## src/rtl/lcx_pkg.sv

```systemverilog
package lcx_pkg;
    localparam int IDX_W  = 4;
    localparam int ST_W   = 4 * IDX_W;
    localparam int NUM_ST = 15;

    typedef logic [ST_W-1:0] state_t;

    // Three copies of the index plus its inverse: any two codes differ in at least four bits
    function automatic state_t code_of(input int unsigned idx);
        logic [IDX_W-1:0] n;
        n = idx[IDX_W-1:0];
        return {n, n, n, ~n};
    endfunction

    localparam state_t ST_RESET   = code_of(0);
    localparam state_t ST_IDLE    = code_of(1);
    localparam state_t ST_CLKMUX  = code_of(2);
    localparam state_t ST_CNTINC  = code_of(3);
    localparam state_t ST_CNTPRG  = code_of(4);
    localparam state_t ST_TRCHK   = code_of(5);
    localparam state_t ST_HASH    = code_of(6);
    localparam state_t ST_WIPE    = code_of(7);
    localparam state_t ST_TOKLO   = code_of(8);
    localparam state_t ST_TOKHI   = code_of(9);
    localparam state_t ST_STPRG   = code_of(10);
    localparam state_t ST_POST    = code_of(11);
    localparam state_t ST_SCRAP   = code_of(12);
    localparam state_t ST_ESC     = code_of(13);
    localparam state_t ST_INVALID = code_of(14);
endpackage

```

## src/rtl/lcx_legal_chk.sv

```systemverilog
module lcx_legal_chk
    import lcx_pkg::*;
(
    input  state_t st_i,
    output logic   legal_o
);
    logic [NUM_ST-1:0] hit;

    for (genvar g = 0; g < NUM_ST; g++) begin : g_code
        assign hit[g] = (st_i == code_of(g));
    end

    assign legal_o = |hit;
endmodule

```

## src/rtl/lcx_tok_cmp.sv

```systemverilog
module lcx_tok_cmp #(
    parameter int TOK_W = 32
) (
    input  logic [TOK_W-1:0] got_i,
    input  logic [TOK_W-1:0] exp_i,
    output logic             lo_eq_o,
    output logic             hi_eq_o
);
    localparam int HALF = TOK_W / 2;
    logic [1:0] eq;

    for (genvar g = 0; g < 2; g++) begin : g_half
        assign eq[g] = (got_i[g*HALF +: HALF] == exp_i[g*HALF +: HALF]);
    end

    assign lo_eq_o = eq[0];
    assign hi_eq_o = eq[1];
endmodule

```

## src/rtl/lcx_seq_fsm.sv

```systemverilog
module lcx_seq_fsm
    import lcx_pkg::*;
#(
    parameter int CNT_W = 8,
    parameter int TOK_W = 32
) (
    input  logic             clk_i,
    input  logic             rst_ni,
    input  logic             trans_req_i,
    input  logic             scrap_i,
    input  logic             esc_a_i,
    input  logic             esc_b_i,
    input  logic [CNT_W-1:0] cnt_val_i,
    output logic [CNT_W-1:0] cnt_next_o,
    output logic             clk_sw_req_o,
    input  logic             clk_sw_ack_i,
    output logic             cnt_prog_req_o,
    input  logic             cnt_prog_ack_i,
    input  logic             cnt_prog_err_i,
    input  logic             trans_ok_i,
    output logic             hash_req_o,
    input  logic             hash_ack_i,
    input  logic             hash_err_i,
    input  logic [TOK_W-1:0] hash_val_i,
    input  logic             wipe_need_i,
    output logic             wipe_req_o,
    input  logic             wipe_ack_i,
    input  logic [TOK_W-1:0] exp_tok_i,
    output logic             st_prog_req_o,
    input  logic             st_prog_ack_i,
    input  logic             st_prog_err_i,
    output logic [15:0]      state_o,
    output logic             ok_o
);
    localparam logic [CNT_W-1:0] CNT_MAX = {CNT_W{1'b1}};
    localparam logic [CNT_W-1:0] CNT_ONE = {{(CNT_W-1){1'b0}}, 1'b1};

    typedef struct packed {
        logic [TOK_W-1:0] tok;
        logic             ok;
    } dat_t;

    state_t st_d, st_q;
    dat_t   dat_d, dat_q;
    logic   legal, lo_eq, hi_eq, esc;

    assign esc = esc_a_i | esc_b_i;

    lcx_legal_chk u_legal (
        .st_i    (st_q),
        .legal_o (legal)
    );

    lcx_tok_cmp #(.TOK_W(TOK_W)) u_cmp (
        .got_i   (dat_q.tok),
        .exp_i   (exp_tok_i),
        .lo_eq_o (lo_eq),
        .hi_eq_o (hi_eq)
    );

    always_comb begin
        st_d  = st_q;
        dat_d = dat_q;
        if (!legal) begin
            st_d = ST_INVALID;
        end else begin
            case (st_q)
                ST_RESET:  st_d = ST_IDLE;
                ST_IDLE: begin
                    if (scrap_i)          st_d = ST_SCRAP;
                    else if (trans_req_i) st_d = ST_CLKMUX;
                end
                ST_CLKMUX: if (clk_sw_ack_i) st_d = ST_CNTINC;
                ST_CNTINC: st_d = (cnt_val_i == CNT_MAX) ? ST_POST : ST_CNTPRG;
                ST_CNTPRG: if (cnt_prog_ack_i) st_d = cnt_prog_err_i ? ST_POST : ST_TRCHK;
                ST_TRCHK:  st_d = trans_ok_i ? ST_HASH : ST_POST;
                ST_HASH: begin
                    if (hash_ack_i) begin
                        if (hash_err_i) begin
                            st_d = ST_POST;
                        end else begin
                            st_d      = ST_WIPE;
                            dat_d.tok = hash_val_i;
                        end
                    end
                end
                ST_WIPE:   if (!wipe_need_i || wipe_ack_i) st_d = ST_TOKLO;
                ST_TOKLO:  st_d = lo_eq ? ST_TOKHI : ST_POST;
                ST_TOKHI:  st_d = hi_eq ? ST_STPRG : ST_POST;
                ST_STPRG: begin
                    if (st_prog_ack_i) begin
                        st_d     = ST_POST;
                        dat_d.ok = !st_prog_err_i;
                    end
                end
                default:   st_d = st_q;
            endcase
        end
        if (esc) st_d = ST_ESC;
    end

    always_ff @(posedge clk_i or negedge rst_ni) begin
        if (!rst_ni) begin
            st_q  <= ST_RESET;
            dat_q <= '0;
        end else begin
            st_q  <= st_d;
            dat_q <= dat_d;
        end
    end

    assign clk_sw_req_o   = (st_q == ST_CLKMUX);
    assign cnt_prog_req_o = (st_q == ST_CNTPRG);
    assign hash_req_o     = (st_q == ST_HASH);
    assign wipe_req_o     = (st_q == ST_WIPE) && wipe_need_i;
    assign st_prog_req_o  = (st_q == ST_STPRG);
    assign cnt_next_o     = cnt_val_i + CNT_ONE;
    assign state_o        = st_q;
    assign ok_o           = dat_q.ok;

    p_reset_exit_r1: assert property (@(posedge clk_i) disable iff (!rst_ni)
        (st_q == ST_RESET && !esc) |=> (st_q == ST_IDLE));
    p_tokhi_once_r9: assert property (@(posedge clk_i) disable iff (!rst_ni)
        (st_q == ST_TOKHI) |=> (st_q != ST_TOKHI));
    p_term_hold_r11: assert property (@(posedge clk_i) disable iff (!rst_ni)
        ((st_q == ST_POST || st_q == ST_SCRAP || st_q == ST_ESC || st_q == ST_INVALID) && !esc)
        |=> $stable(st_q));
    p_esc_wins_r12: assert property (@(posedge clk_i) disable iff (!rst_ni)
        esc |=> (st_q == ST_ESC));
    p_illegal_r13: assert property (@(posedge clk_i) disable iff (!rst_ni)
        (!legal && !esc) |=> (st_q == ST_INVALID));
    p_one_req_r14: assert property (@(posedge clk_i) disable iff (!rst_ni)
        $onehot0({clk_sw_req_o, cnt_prog_req_o, hash_req_o, wipe_req_o, st_prog_req_o}));
    p_wipe_gate_r8: assert property (@(posedge clk_i) disable iff (!rst_ni)
        (st_q == ST_WIPE && !wipe_need_i && !esc) |=> (st_q == ST_TOKLO));
endmodule

```

## config.mk

```make
export PLATFORM = sky130hd
export DESIGN_NAME = lcx_seq_fsm
export DESIGN_NICKNAME = d
export VERILOG_FILES = /design/src/rtl/lcx_pkg.sv /design/src/rtl/lcx_legal_chk.sv /design/src/rtl/lcx_tok_cmp.sv /design/src/rtl/lcx_seq_fsm.sv
export SDC_FILE = /design/constraint.sdc
export NUM_CORES = 1
export LEC_CHECK = 0
export BUFFER_PORTS_ARGS = -buffer_cell sky130_fd_sc_hd__buf_2
export CAP_MARGIN = 20
export CELL_PAD_IN_SITES_DETAIL_PLACEMENT = 0
export CELL_PAD_IN_SITES_GLOBAL_PLACEMENT = 1
export CORE_MARGIN = 8
export CORE_UTILIZATION = 35
export CTS_CLUSTER_SIZE = 30
export DETAILED_ROUTE_END_ITERATION = 8
export HOLD_SLACK_MARGIN = 0.02
export MAX_ROUTING_LAYER = met4
export PLACE_DENSITY = 0.85
export SYNTH_ARGS = -nofsm -noshare
export SYNTH_HDL_FRONTEND = slang
export SYNTH_SLANG_ARGS = --single-unit
```

## constraint.sdc

```tcl
create_clock -name clk_i -period 2.5 [get_ports clk_i]
set_input_delay 0.75 -clock clk_i [delete_from_list [all_inputs] [get_ports clk_i]]
set_output_delay 0.75 -clock clk_i [all_outputs]
set_load 0.01 [all_outputs]
```

# After elaboration in Yosys (flattened, before gate mapping)
# Index checks and enable logic that the tools add are counted.
[word_totals]
reg_bits = 49
out_inout_bits = 30
elab_cells = 55
in_bits = 88
[classes]
bitwise = 2
n_addsub = 1
n_reduce_logical = 8
mux = 16
n_eq_ne = 25
[ops]
columns = ["operator", "n"]
rows = [
  ["$mux 16", 13],
  ["$pmux 16 s11", 1],
  ["$eq 16x16->1 const B", 7],
  ["$eq 16x15->1 const B", 4],
  ["$eq 16x14->1 const B", 2],
  ["$eq 16x16->1", 2],
  ["$eq 16x13->1 const B", 1],
  ["$eq 16x4->1 const B", 1],
  ["$ne 4x3->1 const B", 4],
  ["$reduce_or 15->1", 1],
  ["$mux 14", 1],
  ["$mux 13", 1],
  ["$ne 13x5->1 const B", 1],
  ["$add 8x1->8 const B", 1],
  ["$eq 8x8->1 const B", 1],
  ["$reduce_and 7->1", 1],
  ["$ne 5x5->1 const B", 1],
  ["$ne 4x4->1 const B", 1],
  ["$reduce_and 4->1", 1],
  ["$reduce_and 3->1", 1],
  ["$logic_not 1->1", 2],
  ["$logic_and 1x1->1", 1],
  ["$logic_or 1x1->1", 1],
  ["$not 1->1", 1],
  ["$or 1x1->1", 1],
]

# Logic depth before layout (Yosys ltp)
# Gate-level depths: netlist (run 1).
[depth]
depth_word = 6
mapped_depth = 7
mapped_depth_nobuf = 6

# Hierarchy
# From an unflattened synthesis (run 1), not the netlist that was laid out.
[hier_totals]
hier_cells = 257
area_unflattened_um2 = 2816.5
[modules_own_cells]
columns = ["mod", "area_per_inst_um2", "cells_each", "seq_area_each_um2", "instances"]
rows = [
  ["lcx_seq_fsm", 2336.0, 203, 1031.0, 1],
  ["lcx_tok_cmp", 355.3, 42, 0.0, 1],
  ["lcx_legal_chk", 125.1, 12, 0.0, 1],
]

# Least setup slack after synthesis (run 1)
# No wires, ideal clock.
[synth_timing]
path_kind = "input-to-output"
from = "in cnt_val_i[2]"
to = "out cnt_next_o[7]"
path_buffers = 0
required_time_ns = 1.750
stages = 3
setup_slack_ns = 0.438
arrival_ns = 1.312
cell_sequence = "and4_1 nand4_1 xnor2_1"
[synth_between]
elab_chain_cells = 1
[synth_rtl]
columns = ["element", "line_no", "source"]
rows = [
  ["from (decl)", "lcx_seq_fsm.sv:13", "input logic [CNT_W-1:0] cnt_val_i,"],
  ["$add 8x1->8", "lcx_seq_fsm.sv:117", "assign cnt_next_o = cnt_val_i + CNT_ONE;"],
  ["to (decl)", "lcx_seq_fsm.sv:14", "output logic [CNT_W-1:0] cnt_next_o,"],
]
# No other way between the ends.

# Final worst setup path (run 1)
[layout_timing]
from = "reg st_q[11] (netlist: state_o[11])"
to = "out hash_req_o"
[layout_between]
elab_chain_cells = 1
[layout_rtl]
columns = ["element", "line_no", "source"]
rows = [
  ["from (decl)", "lcx_seq_fsm.sv:43", "state_t st_d, st_q;"],
  ["from (signal assigned)", "lcx_seq_fsm.sv:107", "st_q <= st_d;"],
  ["$eq 16x15->1", "lcx_seq_fsm.sv:114", "assign hash_req_o = (st_q == ST_HASH);"],
  ["to (decl)", "lcx_seq_fsm.sv:21", "output logic hash_req_o,"],
]
# No other way between the ends.

==> impl_summary.log, run 1 <==
INFO  metric power = 1.44 mW
INFO  metric sequential_share_of_the_synthesized_area = 40.1%
INFO  metric dpl.hpwl = 5920 um
INFO  metric global_route.overflow_total = 0
INFO  metric final-setup-viol-count = 0
INFO  metric critPathRequiredTime = 1750 ps
INFO  metric first_pass_iters = 4
INFO  metric nNetsFinal = 440
INFO  metric layout.core_utilization = 46.7%
INFO  metric clock_tree.root_cell = clkbuf_8
INFO  metric cellPowerDensity = 429 mW/mm2
INFO  metric dp_slack = 180 ps
INFO  metric tightest_slew = 524 ps
INFO  metric final.setup.tns = 0 ps
INFO  metric area_share_of_the_leading_cell_type_in_the_synthesized_netlist = 36.0%
INFO  metric timing.critical_path.arrival = 1650 ps
INFO  metric result_of_the_run = finished, final reports clean
INFO  metric buffer_ports.inserted = 117
INFO  metric layout_min_cycle_time = 2400 ps
INFO  metric floorplan.initialDensity = 35.8%
INFO  metric ctsLongestPathBuffers = 2
INFO  metric global_route.usage.total = 14.4%
INFO  metric vias = 2255
INFO  metric rows = 31
INFO  metric first_global_vias = 2489
INFO  metric io_pins = 118
INFO  metric clock_tree.htree_level_count = 2
INFO  metric grt_max_degree = 42
INFO  metric worst-setup-path-type = register to output port
INFO  metric clock_skew = 7.67 ps
INFO  metric postSynthRegisterBits = 41
INFO  metric synth_cell_type_count = 43
INFO  metric post_cts_buffers = 0
INFO  metric cts.sink_count = 41
INFO  metric tritoncts = yes
INFO  metric path_clk_slew = 80 ps
INFO  metric irDropWorstVdd = 370 uV
INFO  metric critPathMaxFanout = 10
INFO  metric fin_ws = 101 ps
INFO  metric crit_path_buffers_inverters = 1
INFO  metric rsz_0062_raised_after_global_routing = no
INFO  metric fp.dieH = 102 um
INFO  metric synth_fp_nets = 325
INFO  metric synth_async_sr_flop_share = 100%
INFO  metric synth_ff_type = dfrtp_1
INFO  metric setup.worst_path.end_class = output port
INFO  metric slowest_stage = dfrtp_1
INFO  metric syn-mean-instance-area = 10.9 um2
INFO  metric crit_path_start_kind = register
INFO  metric place_congestion = 0.972
INFO  metric antenna-diode-count = 0
INFO  metric post_drt_wl_per_cell = 16.1 um
INFO  metric yosysWarningCount = 0
INFO  metric final_cells = 451
INFO  metric ranking_of_synthesized_cells_by_area = dfrtp_1 36%, mux2_2 14%, xnor2_1 8.2%
INFO  metric worst_skew_pair_later_pin_latency = 290 ps
INFO  metric syn-instance-count = 236
INFO  metric routed_wl = 7270 um
INFO  metric critPathMaxStageDelay = 480 ps
INFO  metric number_of_design_rule_violations_left_by_the_first_detailed_router_iteration = 78
INFO  metric placed_cells = 443
INFO  metric holdWs = 488 ps
INFO  metric layout.cell_area.non_filler = 0.00335 mm2
INFO  metric final_layout_size_suffix_gt1_share = 50.0%
INFO  metric relSlewSlack = 65.0%
INFO  metric antenna_violating_nets_post_route = 0
INFO  metric layout.filler_cells = 731
INFO  metric total_leakage_power = 1.61 nW
INFO  metric post_dp_cell_area = 0.00322 mm2
INFO  metric critical-path-top-delay-family = simple AND/OR/NAND/NOR gates
INFO  metric placeableCoreArea = 0.00718 mm2
INFO  metric netlist.top_cell.by_area = dfrtp_1
INFO  metric antenna_found_initial = 0
INFO  metric design.die.area = 0.0103 mm2
INFO  metric tritoncts.num_buffers = 5
INFO  metric drcViolationCount = 0
INFO  metric mappedNetlistArea = 0.00257 mm2
INFO  metric final_min_period_over_clock_period = 96.0%
INFO  metric achievable-frequency = 417 MHz
INFO  metric first_pass_grt_wire_length = 11400 um
INFO  metric areaGrowthSynthToFinish = 30.3%
INFO  metric cp_cell_sequence = nand4bb_2 > nor2_1 > buf_2
INFO  metric final-hold-violation-count = 0
INFO  metric drv_slew = 0
INFO  metric timing.hold.worst.class = register to register
INFO  metric drv.max_cap_violation_count = 0
INFO  metric die_width = 102 um
INFO  metric route.detailed.vias_per_inst = 5.00
INFO  metric synth-edff-count = 0
## state kept, by name, indices dropped and copies added, names as in the netlist
| signal | cells |
|---|---|
| dat_q | 32 |
| ok_o | 1 |
| state_o | 8 |
## per-layer routing
layer	vias to the layer above	global-route usage [%]	wire length (um)
li1	1082	-	-
met1	1039	16.3	3080
met2	129	22.8	3160
met3	5	5.84	967
met4	0	3.89	69
met5	-	-	0
## final cells by class
type                            count  area [um2]  share of cell area, %
Inverter                            2        7.51                  0.224
Clock buffer                        5        68.8                   2.05
Tap cell                           99         124                   3.70
Sequential cell                    41        1030                   30.8
Clock inverter                      3        46.3                   1.38
Timing Repair Buffer              122         623                   18.6
Multi-Input combinational cell    179        1450                   43.3
## Yosys cell counts, drive strengths merged (4+ instances only)
cell type	n
nor3	11
nand4bb	6
xnor2	24
and4bb	5
xor2	17
nand4	6
a21oi	5
nor4	6
buf	14
nand3	7
o22ai	6
dfrtp	37
o21ai	7
dfstp	4
mux2	32
nand2	4
nor2	11
nor2b	5
## where the power goes
part	switching, mW	leakage [nW]	internal (mW)
Sequential	0.0106	0.543	0.669
Clock	0.240	0.0543	0.299
Combinational	0.110	1.02	0.108
## cell usage in the layout (no fill, tap or decap), types with 3 or more instances in the layout
cell	instances
dfrtp_1	37
nor2b_1	5
a21oi_1	3
nor2_2	3
nor2_1	8
nand4_1	6
buf_2	117
clkbuf_8	5
nand4bb_1	5
nand2_1	4
mux2_2	32
xor2_1	17
nor4_1	6
nand2b_1	3
and4bb_1	3
nand3_1	7
buf_4	5
o22ai_1	6
dfstp_2	4
xnor2_1	24
nor3_1	11
o21ai_0	5
## worst paths after layout
path | slack, ps | cells after the start | endpoint | startpoint
min | 490 | 1 | ok_o$_DFFE_PN0P_ | ok_o$_DFFE_PN0P_
min in group asynchronous | 500 | 2 | dat_q[20]$_DFFE_PN0P_ | rst_ni
min reg2reg | 490 | 1 | ok_o$_DFFE_PN0P_ | ok_o$_DFFE_PN0P_
max | 100 | 3 | hash_req_o | state_o[11]$_DFFE_PN0P_
max reg2reg | 310 | 7 | state_o[11]$_DFFE_PN0P_ | state_o[2]$_DFFE_PN1P_
max in group asynchronous | 1610 | 2 | state_o[2]$_DFFE_PN1P_ | rst_ni
## kinds of logic (layout without fill, tap and decap cells)
logic type | after synthesis | after routing | synth area share (%)
and+or+nand+nor | 75 | 75 | 18.8
xor gates and xnor gates | 41 | 41 | 14.0
DFF | 41 | 41 | 40.1
muxes | 32 | 32 | 14.0
AOI/OAI and AO/OA | 30 | 30 | 8.71
buffers and inverters | 16 | 132 | 3.89
adders and majority gates | 1 | 1 | 0.487
## repair_timing
| item | 4_1_cts | 5_1_grt |
|---|---|---|
| gates resized for setup | 0 | 3 |
| hold buffers | 0 | 0 |
| endpoints found under the setup margin | 0 | 3 |
Note: power is estimated with default switching activity, not from simulation.
==> run 2, diff against run 1 <==
--- a/config.mk
+++ b/config.mk
@@ -9,7 +9,7 @@
 export CAP_MARGIN = 20
 export CELL_PAD_IN_SITES_DETAIL_PLACEMENT = 0
 export CELL_PAD_IN_SITES_GLOBAL_PLACEMENT = 1
-export CORE_MARGIN = 8
+export CORE_MARGIN = 2
 export CORE_UTILIZATION = 35
 export CTS_CLUSTER_SIZE = 30
 export DETAILED_ROUTE_END_ITERATION = 8
==> constraint.sdc (replaced) <==
create_clock -name clk_i -period 2.5 [get_ports clk_i]
set_input_delay 0.25 -clock clk_i [delete_from_list [all_inputs] [get_ports clk_i]]
set_output_delay 0.25 -clock clk_i [all_outputs]
set_load 0.01 [all_outputs]
==> impl_summary.log, run 2 (synthesis gave the netlist of run 1 again) <==
INFO  metric result_of_the_run = finished, final reports clean
INFO  metric clock_tree.root_cell = clkbuf_8
INFO  metric ff_latch_area = 0.00103 mm2
INFO  metric achievable-frequency = 433 MHz
INFO  metric rsz_0062_raised_after_global_routing = no
INFO  metric dpl.hpwl = 5210 um
INFO  metric cellPowerDensity = 435 mW/mm2
INFO  metric areaGrowthSynthToFinish = 29.1%
INFO  metric drcViolationCount = 0
INFO  metric drv.max_cap_violation_count = 0
INFO  metric post_dp_cell_area = 0.00320 mm2
INFO  metric worst_skew_pair_later_pin_latency = 280 ps
INFO  metric ctsHoldBuffers = 0
INFO  metric layout.cell_area.non_filler = 0.00332 mm2
INFO  metric largest_register_ffs = 32
INFO  metric gr-usage-met2 = 28.1%
INFO  metric cts_resized = 0
INFO  metric first_global_vias = 2199
INFO  metric critPathMaxFanout = 9
INFO  metric area_used_by_multi_input_combinational_logic = 0.00144 mm2
INFO  metric tritoncts = yes
INFO  metric tritoncts.num_buffers = 5
INFO  metric p_int = 1.10 mW
INFO  metric post_cts_buffers = 0
INFO  metric cp-startpoint = state_o[3]$_DFFE_PN1P_
INFO  metric fp.dieH = 89.7 um
INFO  metric route.detailed.vias_per_inst = 5.01
INFO  metric power_switching_share = 23.7%
INFO  metric vias = 2246
INFO  metric final.setup.tns = 0 ps
INFO  metric floorplan.initialDensity = 35.8%
INFO  metric tightest_slew = 919 ps
INFO  metric rr_endpoint = state_o[11]$_DFFE_PN0P_
INFO  metric rows = 31
INFO  metric relSlewSlack = 38.7%
INFO  metric final_layout_size_suffix_gt1_share = 48.4%
INFO  metric crit_path_end = state_o[11]$_DFFE_PN0P_
INFO  metric power_spent_charging_and_discharging_nets = 0.341 mW
INFO  metric place_congestion = 0.935
INFO  metric ctsLongestPathBuffers = 2
INFO  metric layout.filler_cells = 702
INFO  metric path_clk_slew = 80 ps
INFO  metric final-hold-violation-count = 0
INFO  metric die_width = 89.7 um
INFO  metric antenna-diode-count = 0
INFO  metric drv_slew = 0
INFO  metric timing.critical_path.arrival = 2480 ps
INFO  metric number_of_design_rule_violations_left_by_the_first_detailed_router_iteration = 37
INFO  metric nNetsFinal = 437
INFO  metric antenna_found_initial = 0
INFO  metric first_pass_grt_wire_length = 10200 um
INFO  metric p_comb_share = 14.8%
INFO  metric layout_min_cycle_time = 2310 ps
INFO  metric setup.worst_path.end_class = register
INFO  metric routed_wl = 6540 um
INFO  metric grt_most_used_layer = met2
INFO  metric power.sequential.fraction = 47.1%
INFO  metric met1_usage = 20.7%
INFO  metric crit_path_start_kind = register
INFO  metric buffer_ports.inserted = 117
INFO  metric design.die.area = 0.00804 mm2
INFO  metric layout_commonest_cell = buf_2
INFO  metric first_pass_iters = 4
INFO  metric pwr-share-clk = 38.1%
INFO  metric io_pins = 118
INFO  metric cts.sink_count = 41
INFO  metric total_leakage_power = 1.60 nW
INFO  metric global_route.overflow_total = 0
INFO  metric worst_r2r_startpoint = state_o[3]$_DFFE_PN1P_
INFO  metric layout.cells.most_common_list = 117 x buf_2, 37 x dfrtp_1, 32 x mux2_2
INFO  metric critPathRequiredTime = 2670 ps
INFO  metric antenna_violating_nets_post_route = 0
INFO  metric post_drt_wl_per_cell = 14.6 um
INFO  metric register_containing_the_most_flip_flops_in_the_final_layout = dat_q
INFO  metric clock_skew = 2.00 ps
INFO  metric r2r_cell_count = 6
INFO  metric irDropWorstVdd = 375 uV
INFO  metric power = 1.44 mW
INFO  metric placeableCoreArea = 0.00718 mm2
INFO  metric final_min_period_over_clock_period = 92.3%
INFO  metric rrSetupSlack = 190 ps
INFO  metric global_route.usage.met3 = 3.66%
INFO  metric grt_max_degree = 42
INFO  metric final-setup-viol-count = 0
INFO  metric worst-setup-path-type = register to register
INFO  metric global_route.usage.total = 16.9%
INFO  metric timing.hold.worst.class = primary input to async pin
INFO  metric clock_tree.htree_level_count = 2
[run 2: layer usage]
metal	vias to the layer above	wire length (um)
met3	6	564
met4	0	70
met1	1048	2870
met5	-	0
met2	114	3040
li1	1078	-
[run 2: stage by stage]
stage / setup slack, ps / utilization, % / instances / hold slack [ps]
2_1_floorplan: 501 / - / 236 / -45.6
6_report: 192 / 46.2 / 448 / 86.5
4_1_cts: 225 / 46.2 / 448 / 123
3_5_place_dp: 237 / 44.6 / 440 / 442
5_1_grt: 55.2 / 46.2 / 448 / 179
3_3_place_gp: 154 / 44.6 / 440 / 426
[run 2: worst min-delay path by stage]
stage | end | start | slack (ps)
floorplan | dat_q[10]$_DFFE_PN0P_ | rst_ni | -50
global placement | dat_q[20]$_DFFE_PN0P_ | rst_ni | 430
detailed placement | dat_q[20]$_DFFE_PN0P_ | rst_ni | 440
CTS | dat_q[19]$_DFFE_PN0P_ | rst_ni | 120
global route | dat_q[19]$_DFFE_PN0P_ | rst_ni | 180
finish | dat_q[20]$_DFFE_PN0P_ | rst_ni | 90
[run 2: critical path, cell delays in order, from the launching register on]
cell and delay (ps):
dfstp_2 620, nand4bb_1 420, o22ai_1 390, a21oi_2 110, o2111ai_4 150, nor3_1 120
or3_1 370
[run 2: cell type report]
type                       count  area share [%]
multi-input combinational    179            43.4
sequential                    41            31.1
timing repair buffer         119            18.1
tap                           99            3.73
clock buffer                   7            2.60
clock inverter                 1           0.905
inverter                       2           0.226
[run 2: power groups by stage]
stage | registers [mW] | logic, mW | clock network (mW)
after global routing | 0.682 | 0.239 | 0.591
after CTS | 0.680 | 0.215 | 0.571
after global placement | 0.692 | 0.213 | 0
after detailed placement | 0.693 | 0.214 | 0
final | 0.680 | 0.213 | 0.550
after floorplan | 0.691 | 0.0972 | 0
==> run 3, diff against run 2 <==
--- a/config.mk
+++ b/config.mk
@@ -15,7 +15,7 @@
 export DETAILED_ROUTE_END_ITERATION = 8
 export HOLD_SLACK_MARGIN = 0.02
 export MAX_ROUTING_LAYER = met4
-export PLACE_DENSITY = 0.85
+export PLACE_DENSITY = 0.86
 export SYNTH_ARGS = -nofsm -noshare
 export SYNTH_HDL_FRONTEND = slang
 export SYNTH_SLANG_ARGS = --single-unit
==> impl_summary.log, run 3 (synthesis gave the netlist of run 1 again) <==
INFO  metric largest_register_ffs = 32
INFO  metric power_switching_share = 23.3%
INFO  metric dpl.hpwl = 5090 um
INFO  metric drv.max_cap_violation_count = 0
INFO  metric antenna_violating_nets_post_route = 0
INFO  metric crit_path_start_kind = register
INFO  metric irDropWorstVdd = 449 uV
INFO  metric setup.worst_path.end_class = register
INFO  metric rrSetupSlack = 290 ps
INFO  metric final-setup-viol-count = 0
INFO  metric place_congestion = 0.929
INFO  metric worst_r2r_startpoint = state_o[3]$_DFFE_PN1P_
INFO  metric first_global_vias = 2184
INFO  metric cellPowerDensity = 432 mW/mm2
INFO  metric power_spent_charging_and_discharging_nets = 0.335 mW
INFO  metric critPathRequiredTime = 2650 ps
INFO  metric io_pins = 118
INFO  metric register_containing_the_most_flip_flops_in_the_final_layout = dat_q
INFO  metric global_route.usage.total = 16.3%
INFO  metric worst-setup-path-type = register to register
INFO  metric p_comb_share = 15.2%
INFO  metric grt_max_degree = 42
INFO  metric global_route.overflow_total = 0
INFO  metric fin_ws = 287 ps
INFO  metric drcViolationCount = 0
INFO  metric timing.critical_path.arrival = 2370 ps
INFO  metric result_of_the_run = finished, final reports clean
INFO  metric route.detailed.vias_per_inst = 4.96
INFO  metric tritoncts.num_buffers = 5
INFO  metric areaGrowthSynthToFinish = 29.7%
INFO  metric layout_commonest_cell = buf_2
INFO  metric path_clk_slew = 80 ps
INFO  metric final_min_period_over_clock_period = 88.5%
INFO  metric buffer_ports.inserted = 117
INFO  metric dp_slack = 288 ps
INFO  metric antenna_found_initial = 0
INFO  metric first_pass_iters = 4
INFO  metric pwr-share-clk = 37.6%
INFO  metric timing.hold.worst.class = primary input to async pin
INFO  metric fp.dieH = 89.7 um
INFO  metric floorplan.initialDensity = 35.8%
INFO  metric number_of_design_rule_violations_left_by_the_first_detailed_router_iteration = 82
INFO  metric layout_min_cycle_time = 2210 ps
INFO  metric relSlewSlack = 40.4%
INFO  metric ff_latch_area = 0.00103 mm2
INFO  metric drv_slew = 0
INFO  metric area_used_by_multi_input_combinational_logic = 0.00144 mm2
INFO  metric tritoncts = yes
INFO  metric post_drt_wl_per_cell = 14.0 um
INFO  metric cts_resized = 0
INFO  metric final_layout_size_suffix_gt1_share = 48.7%
INFO  metric routed_wl = 6310 um
INFO  metric antenna-diode-count = 0
INFO  metric tightest_slew = 894 ps
INFO  metric post_cts_buffers = 0
INFO  metric total_leakage_power = 1.61 nW
INFO  metric layout.filler_cells = 707
INFO  metric rows = 31
INFO  metric final-hold-violation-count = 0
INFO  metric ctsLongestPathBuffers = 2
INFO  metric placeableCoreArea = 0.00718 mm2
INFO  metric p_int = 1.11 mW
INFO  metric worst_skew_pair_later_pin_latency = 280 ps
INFO  metric cp-startpoint = state_o[3]$_DFFE_PN1P_
INFO  metric first_pass_grt_wire_length = 9800 um
INFO  metric ctsHoldBuffers = 0
INFO  metric vias = 2231
INFO  metric power.sequential.fraction = 47.2%
INFO  metric clock_tree.htree_level_count = 2
INFO  metric design.die.area = 0.00804 mm2
INFO  metric final.setup.tns = 0 ps
INFO  metric rsz_0062_raised_after_global_routing = no
INFO  metric critPathMaxFanout = 9
INFO  metric nNetsFinal = 439
INFO  metric layout.cells.most_common_list = 117 x buf_2, 37 x dfrtp_1, 32 x mux2_2
INFO  metric clock_tree.root_cell = clkbuf_8
INFO  metric cts.sink_count = 41
INFO  metric clock_skew = 4.98 ps
INFO  metric achievable-frequency = 452 MHz
INFO  metric power = 1.44 mW
INFO  metric die_width = 89.7 um
run 3: changes by cell type in the layout (fill, tap and decap cells not counted):
cell	before	now
buf_4	2	4
run 3: power by group through the flow:
stage,logic [mW],clock network (mW),registers [mW]
6_report,0.220,0.542,0.679
4_1_cts,0.222,0.559,0.679
5_1_grt,0.244,0.581,0.681
3_3_place_gp,0.220,0,0.692
2_1_floorplan,0.0972,0,0.691
3_5_place_dp,0.221,0,0.692
run 3: final timing paths:
kind                                      endpoint  cells after the start
max                        state_o[12]$_DFFE_PN0P_                      5
min                          dat_q[31]$_DFFE_PN0P_                      1
max reg2reg                state_o[12]$_DFFE_PN0P_                      5
min reg2reg                       ok_o$_DFFE_PN0P_                      1
max in group asynchronous  state_o[14]$_DFFE_PN0P_                      1
min in group clk_i            dat_q[2]$_DFFE_PN0P_                      2
run 3: per-stage QoR:
stage / hold slack, ps / cell area, um2 / std cells / util (%)
after CTS: 122 / 3330 / 450 / 46.5
final: 87.2 / 3330 / 450 / 46.5
after global placement: 427 / 3220 / 442 / 44.8
after floorplan: -45.6 / 2570 / 236 / -
after global routing: 173 / 3330 / 450 / 46.5
after detailed placement: 435 / 3220 / 442 / 44.8
run 3: critical path, stage by stage, from the launching register on:
cell and delay (ps):
dfstp_2 610, nand4bb_1 340, o22ai_1 400, o22ai_1 130, nor4_1 440, o21ai_0 160
run 3: layer usage:
metal  routed length [um]  part of all wire (%)  vias up  GRT usage, %
met4                   68                   1.1        0          5.29
met5                    0                     0        -             -
met2                 2910                    46      126          27.4
met3                  645                    10        8          3.38
met1                 2680                    42     1014          19.6
li1                     -                     -     1083             -
run 3: cell type report:
class | instances | area share, %
multi-input combinational | 179 | 43.2
sequential | 41 | 30.9
timing repair buffer | 121 | 18.5
tap | 99 | 3.72
clock buffer | 7 | 2.59
clock inverter | 1 | 0.901
inverter | 2 | 0.225
